--- config.mk ---
export PLATFORM = sky130hd
export DESIGN_NAME = irq_router
export DESIGN_NICKNAME = d
export VERILOG_FILES = /design/src/rtl/irq_router_pkg.sv /design/src/rtl/irq_router_regs.sv /design/src/rtl/irq_router_fanout.sv /design/src/rtl/irq_router.sv
export SDC_FILE = /design/constraint.sdc
export NUM_CORES = 1
export LEC_CHECK = 0
export BUFFER_PORTS_ARGS = -buffer_cell sky130_fd_sc_hd__clkbuf_2
export CAP_MARGIN = 10
export CORE_MARGIN = 2
export CORE_UTILIZATION = 35
export CTS_CLUSTER_DIAMETER = 200
export DETAILED_ROUTE_END_ITERATION = 8
export GPL_TIMING_DRIVEN = 0
export SLEW_MARGIN = 20
export SYNTH_ARGS = -nofsm -noshare
export SYNTH_HDL_FRONTEND = slang
export SYNTH_SLANG_ARGS = --single-unit
--- constraint.sdc ---
create_clock -name clk -period 6.3 [get_ports clk]
set_input_delay 0.945 -clock clk [delete_from_list [all_inputs] [get_ports clk]]
set_output_delay 0.945 -clock clk [all_outputs]
set_load 0.005 [all_outputs]
--- src/rtl/irq_router_pkg.sv ---
package irq_router_pkg;
  // word addresses of the register file
  localparam int unsigned MASK_WORD = 0;
  localparam int unsigned PEND_WORD = 1;
  localparam int unsigned RT_BASE   = 2;
endpackage

--- src/rtl/irq_router_regs.sv ---
module irq_router_regs
  import irq_router_pkg::*;
#(
  parameter int unsigned NUM_IN = 32,
  parameter int unsigned SEL_W  = 4,
  parameter int unsigned BUS_W  = 32,
  parameter int unsigned ADDR_W = 3
) (
  input  logic                      clk,
  input  logic                      rst,
  input  logic [ADDR_W-1:0]         bus_addr,
  input  logic                      bus_we,
  input  logic [BUS_W-1:0]          bus_wdata,
  output logic [BUS_W-1:0]          bus_rdata,
  input  logic [NUM_IN-1:0]         irq_in,
  output logic [NUM_IN-1:0]         mask,
  output logic [NUM_IN*SEL_W-1:0]   route_flat
);
  localparam int unsigned FIELDS = BUS_W / SEL_W;
  localparam int unsigned NUM_RT = NUM_IN / FIELDS;

  logic [BUS_W-1:0] rt_q [NUM_RT];
  logic [BUS_W-1:0] rd_next;

  always_ff @(posedge clk) begin
    if (rst) mask <= '0;
    else if (bus_we && bus_addr == ADDR_W'(MASK_WORD)) mask <= bus_wdata[NUM_IN-1:0];
  end

  for (genvar r = 0; r < NUM_RT; r++) begin : g_rt
    always_ff @(posedge clk) begin
      if (rst) rt_q[r] <= '0;
      else if (bus_we && bus_addr == ADDR_W'(RT_BASE + r)) rt_q[r] <= bus_wdata;
    end

    // other writes and idle cycles leave this register alone
    a_r10_route_hold: assert property (@(posedge clk) disable iff (rst)
      !(bus_we && bus_addr == ADDR_W'(RT_BASE + r)) |=> $stable(rt_q[r]));
  end

  // reversed register order: input n sits in register NUM_RT-1-n/FIELDS
  for (genvar n = 0; n < NUM_IN; n++) begin : g_flat
    assign route_flat[n*SEL_W +: SEL_W] =
      rt_q[NUM_RT-1-(n/FIELDS)][(n%FIELDS)*SEL_W +: SEL_W];
  end

  always_comb begin
    rd_next = '0;
    if (bus_addr == ADDR_W'(MASK_WORD)) rd_next[NUM_IN-1:0] = mask;
    if (bus_addr == ADDR_W'(PEND_WORD)) rd_next[NUM_IN-1:0] = irq_in & mask;
    for (int r = 0; r < NUM_RT; r++)
      if (bus_addr == ADDR_W'(RT_BASE + r)) rd_next = rt_q[r];
  end

  always_ff @(posedge clk) begin
    if (rst) bus_rdata <= '0;
    else     bus_rdata <= rd_next;
  end

  // an enable-register write lands the next cycle
  a_r1_mask_write: assert property (@(posedge clk) disable iff (rst)
    (bus_we && bus_addr == ADDR_W'(MASK_WORD)) |=> mask == $past(bus_wdata[NUM_IN-1:0]));

  // the status word reports the enabled, raised requests
  a_r2_pending_read: assert property (@(posedge clk) disable iff (rst)
    (bus_addr == ADDR_W'(PEND_WORD)) |=> bus_rdata[NUM_IN-1:0] == $past(irq_in & mask));
endmodule

--- src/rtl/irq_router_fanout.sv ---
module irq_router_fanout #(
  parameter int unsigned NUM_IN  = 32,
  parameter int unsigned SEL_W   = 4,
  parameter int unsigned NUM_OUT = 15
) (
  input  logic                    clk,
  input  logic                    rst,
  input  logic [NUM_IN-1:0]       irq_in,
  input  logic [NUM_IN-1:0]       mask,
  input  logic [NUM_IN*SEL_W-1:0] route_flat,
  output logic [NUM_OUT-1:0]      irq_out
);
  logic [NUM_IN-1:0]  live;
  logic [NUM_OUT-1:0] out_next;

  assign live = irq_in & mask;

  // one OR tree per output line; selector k+1 picks line k
  for (genvar k = 0; k < NUM_OUT; k++) begin : g_line
    logic hit;
    always_comb begin
      hit = 1'b0;
      for (int n = 0; n < NUM_IN; n++)
        if (live[n] && route_flat[n*SEL_W +: SEL_W] == SEL_W'(k + 1)) hit = 1'b1;
    end
    assign out_next[k] = hit;
  end

  always_ff @(posedge clk) begin
    if (rst) irq_out <= '0;
    else     irq_out <= out_next;
  end

  // there are never more lit lines than live requests
  a_r6_count_bound: assert property (@(posedge clk) disable iff (rst)
    1'b1 |=> $countones(irq_out) <= $countones($past(live)));
endmodule

--- src/rtl/irq_router.sv ---
module irq_router
  import irq_router_pkg::*;
#(
  parameter int unsigned NUM_IN = 32,
  parameter int unsigned SEL_W  = 4,
  localparam int unsigned BUS_W   = 32,
  localparam int unsigned NUM_OUT = (1 << SEL_W) - 1,
  localparam int unsigned NUM_RT  = NUM_IN / (BUS_W / SEL_W),
  localparam int unsigned ADDR_W  = $clog2(RT_BASE + NUM_RT)
) (
  input  logic               clk,
  input  logic               rst,
  input  logic [ADDR_W-1:0]  bus_addr,
  input  logic               bus_we,
  input  logic [BUS_W-1:0]   bus_wdata,
  output logic [BUS_W-1:0]   bus_rdata,
  input  logic [NUM_IN-1:0]  irq_in,
  output logic [NUM_OUT-1:0] irq_out
);
  logic [NUM_IN-1:0]       mask;
  logic [NUM_IN*SEL_W-1:0] route_flat;

  irq_router_regs #(.NUM_IN(NUM_IN), .SEL_W(SEL_W), .BUS_W(BUS_W), .ADDR_W(ADDR_W)) u_regs (
    .clk(clk), .rst(rst), .bus_addr(bus_addr), .bus_we(bus_we),
    .bus_wdata(bus_wdata), .bus_rdata(bus_rdata), .irq_in(irq_in),
    .mask(mask), .route_flat(route_flat)
  );

  irq_router_fanout #(.NUM_IN(NUM_IN), .SEL_W(SEL_W), .NUM_OUT(NUM_OUT)) u_fanout (
    .clk(clk), .rst(rst), .irq_in(irq_in), .mask(mask),
    .route_flat(route_flat), .irq_out(irq_out)
  );

  // with every input disabled, all lines drop the next cycle
  a_r7_mask_blocks: assert property (@(posedge clk) disable iff (rst)
    (mask == '0) |=> irq_out == '0);

  // the cycle after reset, every line is low
  a_r8_reset_low: assert property (@(posedge clk) disable iff (rst)
    $fell(rst) |-> irq_out == '0);
endmodule

After elaboration in Yosys (flattened, before gate mapping)

Memory sizes are Yosys's and may differ from the RTL's.
Cells that the tools add are included.

Bits in registers: 79
Bits in latches: 0
RAM bits: 128
Memory bits (read-only): 0
Logic and storage cells: 1484
Memories kept: 1

Add/sub/neg operators: 0
$mul: 0
Div/mod/pow operators: 0
Magnitude comparators: 0
Equality and inequality tests: 485
Shift-type cells: 0
Mux-type cells: 504
Bitwise gates (word level): 5
Reduce and logical (&&, ||, !) cells: 486

Memory list:

| name        | depth | width | read ports | clocked after memory_dff | wr ports | RTL line              | RTL |
|---|---|---|---|---|---|---|---|
| u_regs.rt_q | 4     | 32    | 4          | 0                        | 4        | irq_router_regs.sv:22 | `logic [BUS_W-1:0] rt_q [NUM_RT];` |

Operators with widths:

| kind                 | number |
|---|---|
| $eq A4 B4 Y1 const B | 256 |
| $eq A4 B3 Y1 const B | 128 |
| $mux W1              | 494 |
| $logic_and A1 B1 Y1  | 485 |
| $mux W32             | 10 |
| $eq A4 B2 Y1 const B | 64 |
| $eq A4 B1 Y1 const B | 32 |
| $and A32 B32 Y32     | 1 |
| $eq A3 B2 Y1 const B | 2 |
| $eq A3 B3 Y1 const B | 2 |
| $or A1 B1 Y1         | 4 |
| $eq A3 B1 Y1 const B | 1 |
| $logic_not A3 Y1     | 1 |

Longest topological paths before layout

Depth in word-level cells: 34
Depth in mapped cells: 7
Mapped depth without buffers: 5

Modules after synthesis

A second synthesis with hierarchy kept.

Cells, all modules: 1368
Area, all modules: 12764.7 µm²

By module, submodules not included:

| module            | instances | cells an instance | area an instance (µm²) |
|---|---|---|---|
| irq_router_regs   | 1         | 646               | 8101.5 |
| irq_router_fanout | 1         | 722               | 4663.2 |

Worst setup path after synthesis

No wires, ideal clock.

Kind: input-to-reg
Start: input bus_addr[1]
End: memory u_regs.rt_q[2][0], enable pin
Data arrival time: 2.859 ns
Path slack: 3.013 ns
Cell stages on the path: 3
Cell sequence: clkbuf_1 -> nand2b_1 -> o21bai_1

RTL lines:

| element     | RTL line              | RTL |
|---|---|---|
| from (decl) | irq_router.sv:13      | `input logic [ADDR_W-1:0] bus_addr,` |
| to (decl)   | irq_router_regs.sv:22 |  |

Worst setup path after layout

Start: input bus_addr[1]
End: register u_regs.bus_rdata[0]

Cells in the longest elaborated chain, start to end: 7
Elaborated cells on any way between the ends: 12

RTL lines:

| element                | RTL line              | RTL |
|---|---|---|
| $logic_not A3 Y1       | irq_router_regs.sv:49 | `if (bus_addr == ADDR_W'(MASK_WORD)) rd_next[NUM_IN-1:0] = mask;` |
| $mux W32               | irq_router_regs.sv:49 |  |
| $mux W32               | irq_router_regs.sv:50 | `if (bus_addr == ADDR_W'(PEND_WORD)) rd_next[NUM_IN-1:0] = irq_in & mask;` |
| $mux W32 (3 in series) | irq_router_regs.sv:52 | `if (bus_addr == ADDR_W'(RT_BASE + r)) rd_next = rt_q[r];` |
| $mux W32 (*)           | irq_router_regs.sv:52 |  |
| to (signal assigned)   | irq_router_regs.sv:57 | `else bus_rdata <= rd_next;` |
| to (decl)              | irq_router_regs.sv:14 | `output logic [BUS_W-1:0] bus_rdata,` |

Every way passes the cells marked *; elsewhere a longest branch is shown, timed or not.
A chain may end at the register's enable or synchronous reset.

==> results.cfg <==
[timing]
min_period_ns = 3.613
fin_worst_skew_ns = 0.02337
slew_viol_final = 0
worstMarginPinSlew_ns = 1.356
max_freq_ghz = 0.2768
setup_tns_ns = 0
finalHoldViolations = 0
min_period_over_period = 0.5736
slew_headroom = 0.09630
setup_viol = 0
finalHoldWorstSlack_ns = 0.5235
rsz0062_at_grt = false

[critical_path]
cp_slowest_cell = clkbuf_1
cpMostUsedCell = clkbuf_1
cp-startpoint = bus_addr[1]
cp.depth = 6
cpPeakStageDelay_ns = 0.81
r2r_cells = 5
path_buf_inv = 3
r2r_start = u_regs.rt_q[0][9]$_SDFFCE_PN0P_
crit_fanout = 10
required_ns = 6.70
endpoint_kind = flop
path_cells = clkbuf_1 > clkbuf_1 > clkbuf_1 > o21ai_0 > o21ai_0 > nor2_1
critPathLaunchType = primary input
critPathArrivalTime_ns = 4.02
path_class = in2reg
crit_family = buffers and inverters
rrSetupSlack_ns = 3.32

[yosys]
synth_edf_count = 128
postSynthCellCount = 1465
synth_area_leaders = edfxtp_1 (30%), dfxtp_1 (12%), and2_1 (6.2%)
syn_area_um2 = 12910
ys_types = 54
yosys.area.top_type = edfxtp_1
yosysWarnings = 0
yosysSeqAreaShare = 0.4202
syn-mean-instance-area_um2 = 8.812
yosysMostFrequentCell = nand2_1
synth_top_area_frac = 0.2977
synthTopCellsByCount = nand2_1 (147), o21ai_0 (131), and2_1 (128), edfxtp_1 (128), o22ai_1 (127)
synth-main-ff-cell = edfxtp_1
syn_nets = 1535
async_flop_share = 0
ys_ff_latch = 207

[clocking]
ctsResizeCount = 0
tritoncts = built
cts_sinks = 207
path_clk_slew_ns = 0.06
clk_latency_ns = 0.55
cts_setup_buffers = 0
cts_htree_levels = 1
hold_buffers = 0
cts_root_buf = clkbuf_16
cts_buffers = 22
cts.path.max_buffers = 3

[detailed_routing]
drt_wl_total_mm = 81.64
drt-initial-drc-count = 2076
drt-pass1-iter-count = 8
drcViolationCount = 0
drtAntennaViolNets = 0
via_count = 14550
avgViaCountPerCell = 6.953
wl_per_cell_um = 39.03

[min_path]
hold_start = u_regs.mask[21]$_SDFFE_PP0P_
hold_depth = 2
worst_hold_path_type = reg2reg

[power_and_ir_drop]
clkPwrFrac = 0.383
combinationalPowerShare = 0.131
seq_power_share = 0.486
power.share.switching = 0.2991
p_switching_uw = 1026
max-vdd-ir-drop_mv = 0.2256
p_leak_uw = 0.004865
internal_power_uw = 2404
pwr_density_cell_nw_per_um2 = 230.2

[global_routing]
grt_max_degree = 23
grt_pass1_wl_mm = 109.8
gr-usage-all-layers = 0.4181
grt_pass1_vias = 13220
antenna_found_initial = 2
grt-ovfl-total = 0

[floorplanning]
die_h_um = 196.1
dieWidth_um = 196.1
start_util = 0.3543
core_um2 = 36430
num_rows = 70
die-area_um2 = 38440
io_pins = 117

[placed_design]
gp_congestion = 1.092
dp_hpwl_mm = 67.32
port_buffers = 115

[finish]
fillers = 3755
drive_gt1_frac = 0.1293
area_growth_pct = 15.45
antennaDiodeCount = 0
nNetsFinal = 1678

[run]
cap_violations = 0

[outcome]
status = complete, no violations
worst paths after layout:
check	endpoint
max reg2reg	u_fanout.irq_out[13]$_SDFF_PP0_
min reg2reg	u_regs.mask[21]$_SDFFE_PP0P_
max	u_regs.bus_rdata[0]$_SDFF_PP0_
min	u_regs.mask[21]$_SDFFE_PP0P_
registers in the layout, indices dropped and copies added, names as in the netlist:
signal,cells
u_regs.rt_q,128
u_regs.bus_rdata,32
u_regs.mask,32
u_fanout.irq_out,15
cell type report:
cell class,count,area [µm²],area share
clock buffers,30,641.9,0.04307
flip-flops and latches,207,5425,0.3640
multi-input cells,1185,7228,0.4850
plain buffers,69,280.3,0.01880
inverters,4,15.01,0.001007
repair buffers,119,655.6,0.04399
well taps,468,585.6,0.03929
clock inverters,10,72.57,0.004869
cell families (layout without fill, tap and decap cells):
group / Yosys count / after routing / share of synthesized area
mux: 64 / 64 / 0.05272
buf+inv: 73 / 232 / 0.02287
compound gates: 344 / 344 / 0.1601
simple gates: 777 / 777 / 0.3441
flops: 207 / 207 / 0.4202
tightest hold or removal path: stages (launching register included):
cell and delay [ns]:
dfxtp_1 0.35, nand2_1 0.07, a21oi_1 0.05
power groups by stage:
stage               registers (µW)  logic [µW]  clock network, µW
floorplan                     1620         209                  0
global placement              1690         419                  0
detailed placement            1680         428                  0
CTS                           1650         429               1320
global route                  1670         462               1370
finish                        1670         451               1310
cells in the final DEF (no fill, tap or decap), types with 7 or more instances in the layout:
master,instances
or4_1,18
nor3_1,99
dfxtp_1,79
mux2_2,32
buf_2,8
o32ai_1,20
nor2b_1,7
nand4b_1,62
nor4_1,74
and2_1,128
a21oi_1,33
nor2_1,76
and3_1,8
mux2i_1,32
o21ai_0,131
clkbuf_2,115
nand4_1,35
nand2b_1,64
edfxtp_1,128
nor4bb_1,7
nand2_1,147
o22ai_1,127
nand3_1,11
clkbuf_16,23
clkbuf_1,59
routing by layer:
metal,wire length [µm],GRT usage
met5,0,0
met4,5589,0.2332
met3,8712,0.09386
met2,34630,0.6319
met1,32710,0.5541
through the flow:
stage / instance area, µm² / std cells / utilization / total power, µW / setup slack, ns
after floorplan: 12910 / 1465 / - / 1825 / 3.013
after global placement: 14070 / 2048 / 0.3862 / 2104 / 1.254
after detailed placement: 14190 / 2052 / 0.3895 / 2110 / 2.385
after CTS: 14900 / 2092 / 0.4091 / 3406 / 2.939
after global routing: 14900 / 2092 / 0.4091 / 3497 / 2.819
final: 14900 / 2092 / 0.4091 / 3430 / 2.687
(Power assumes the default switching activity.)
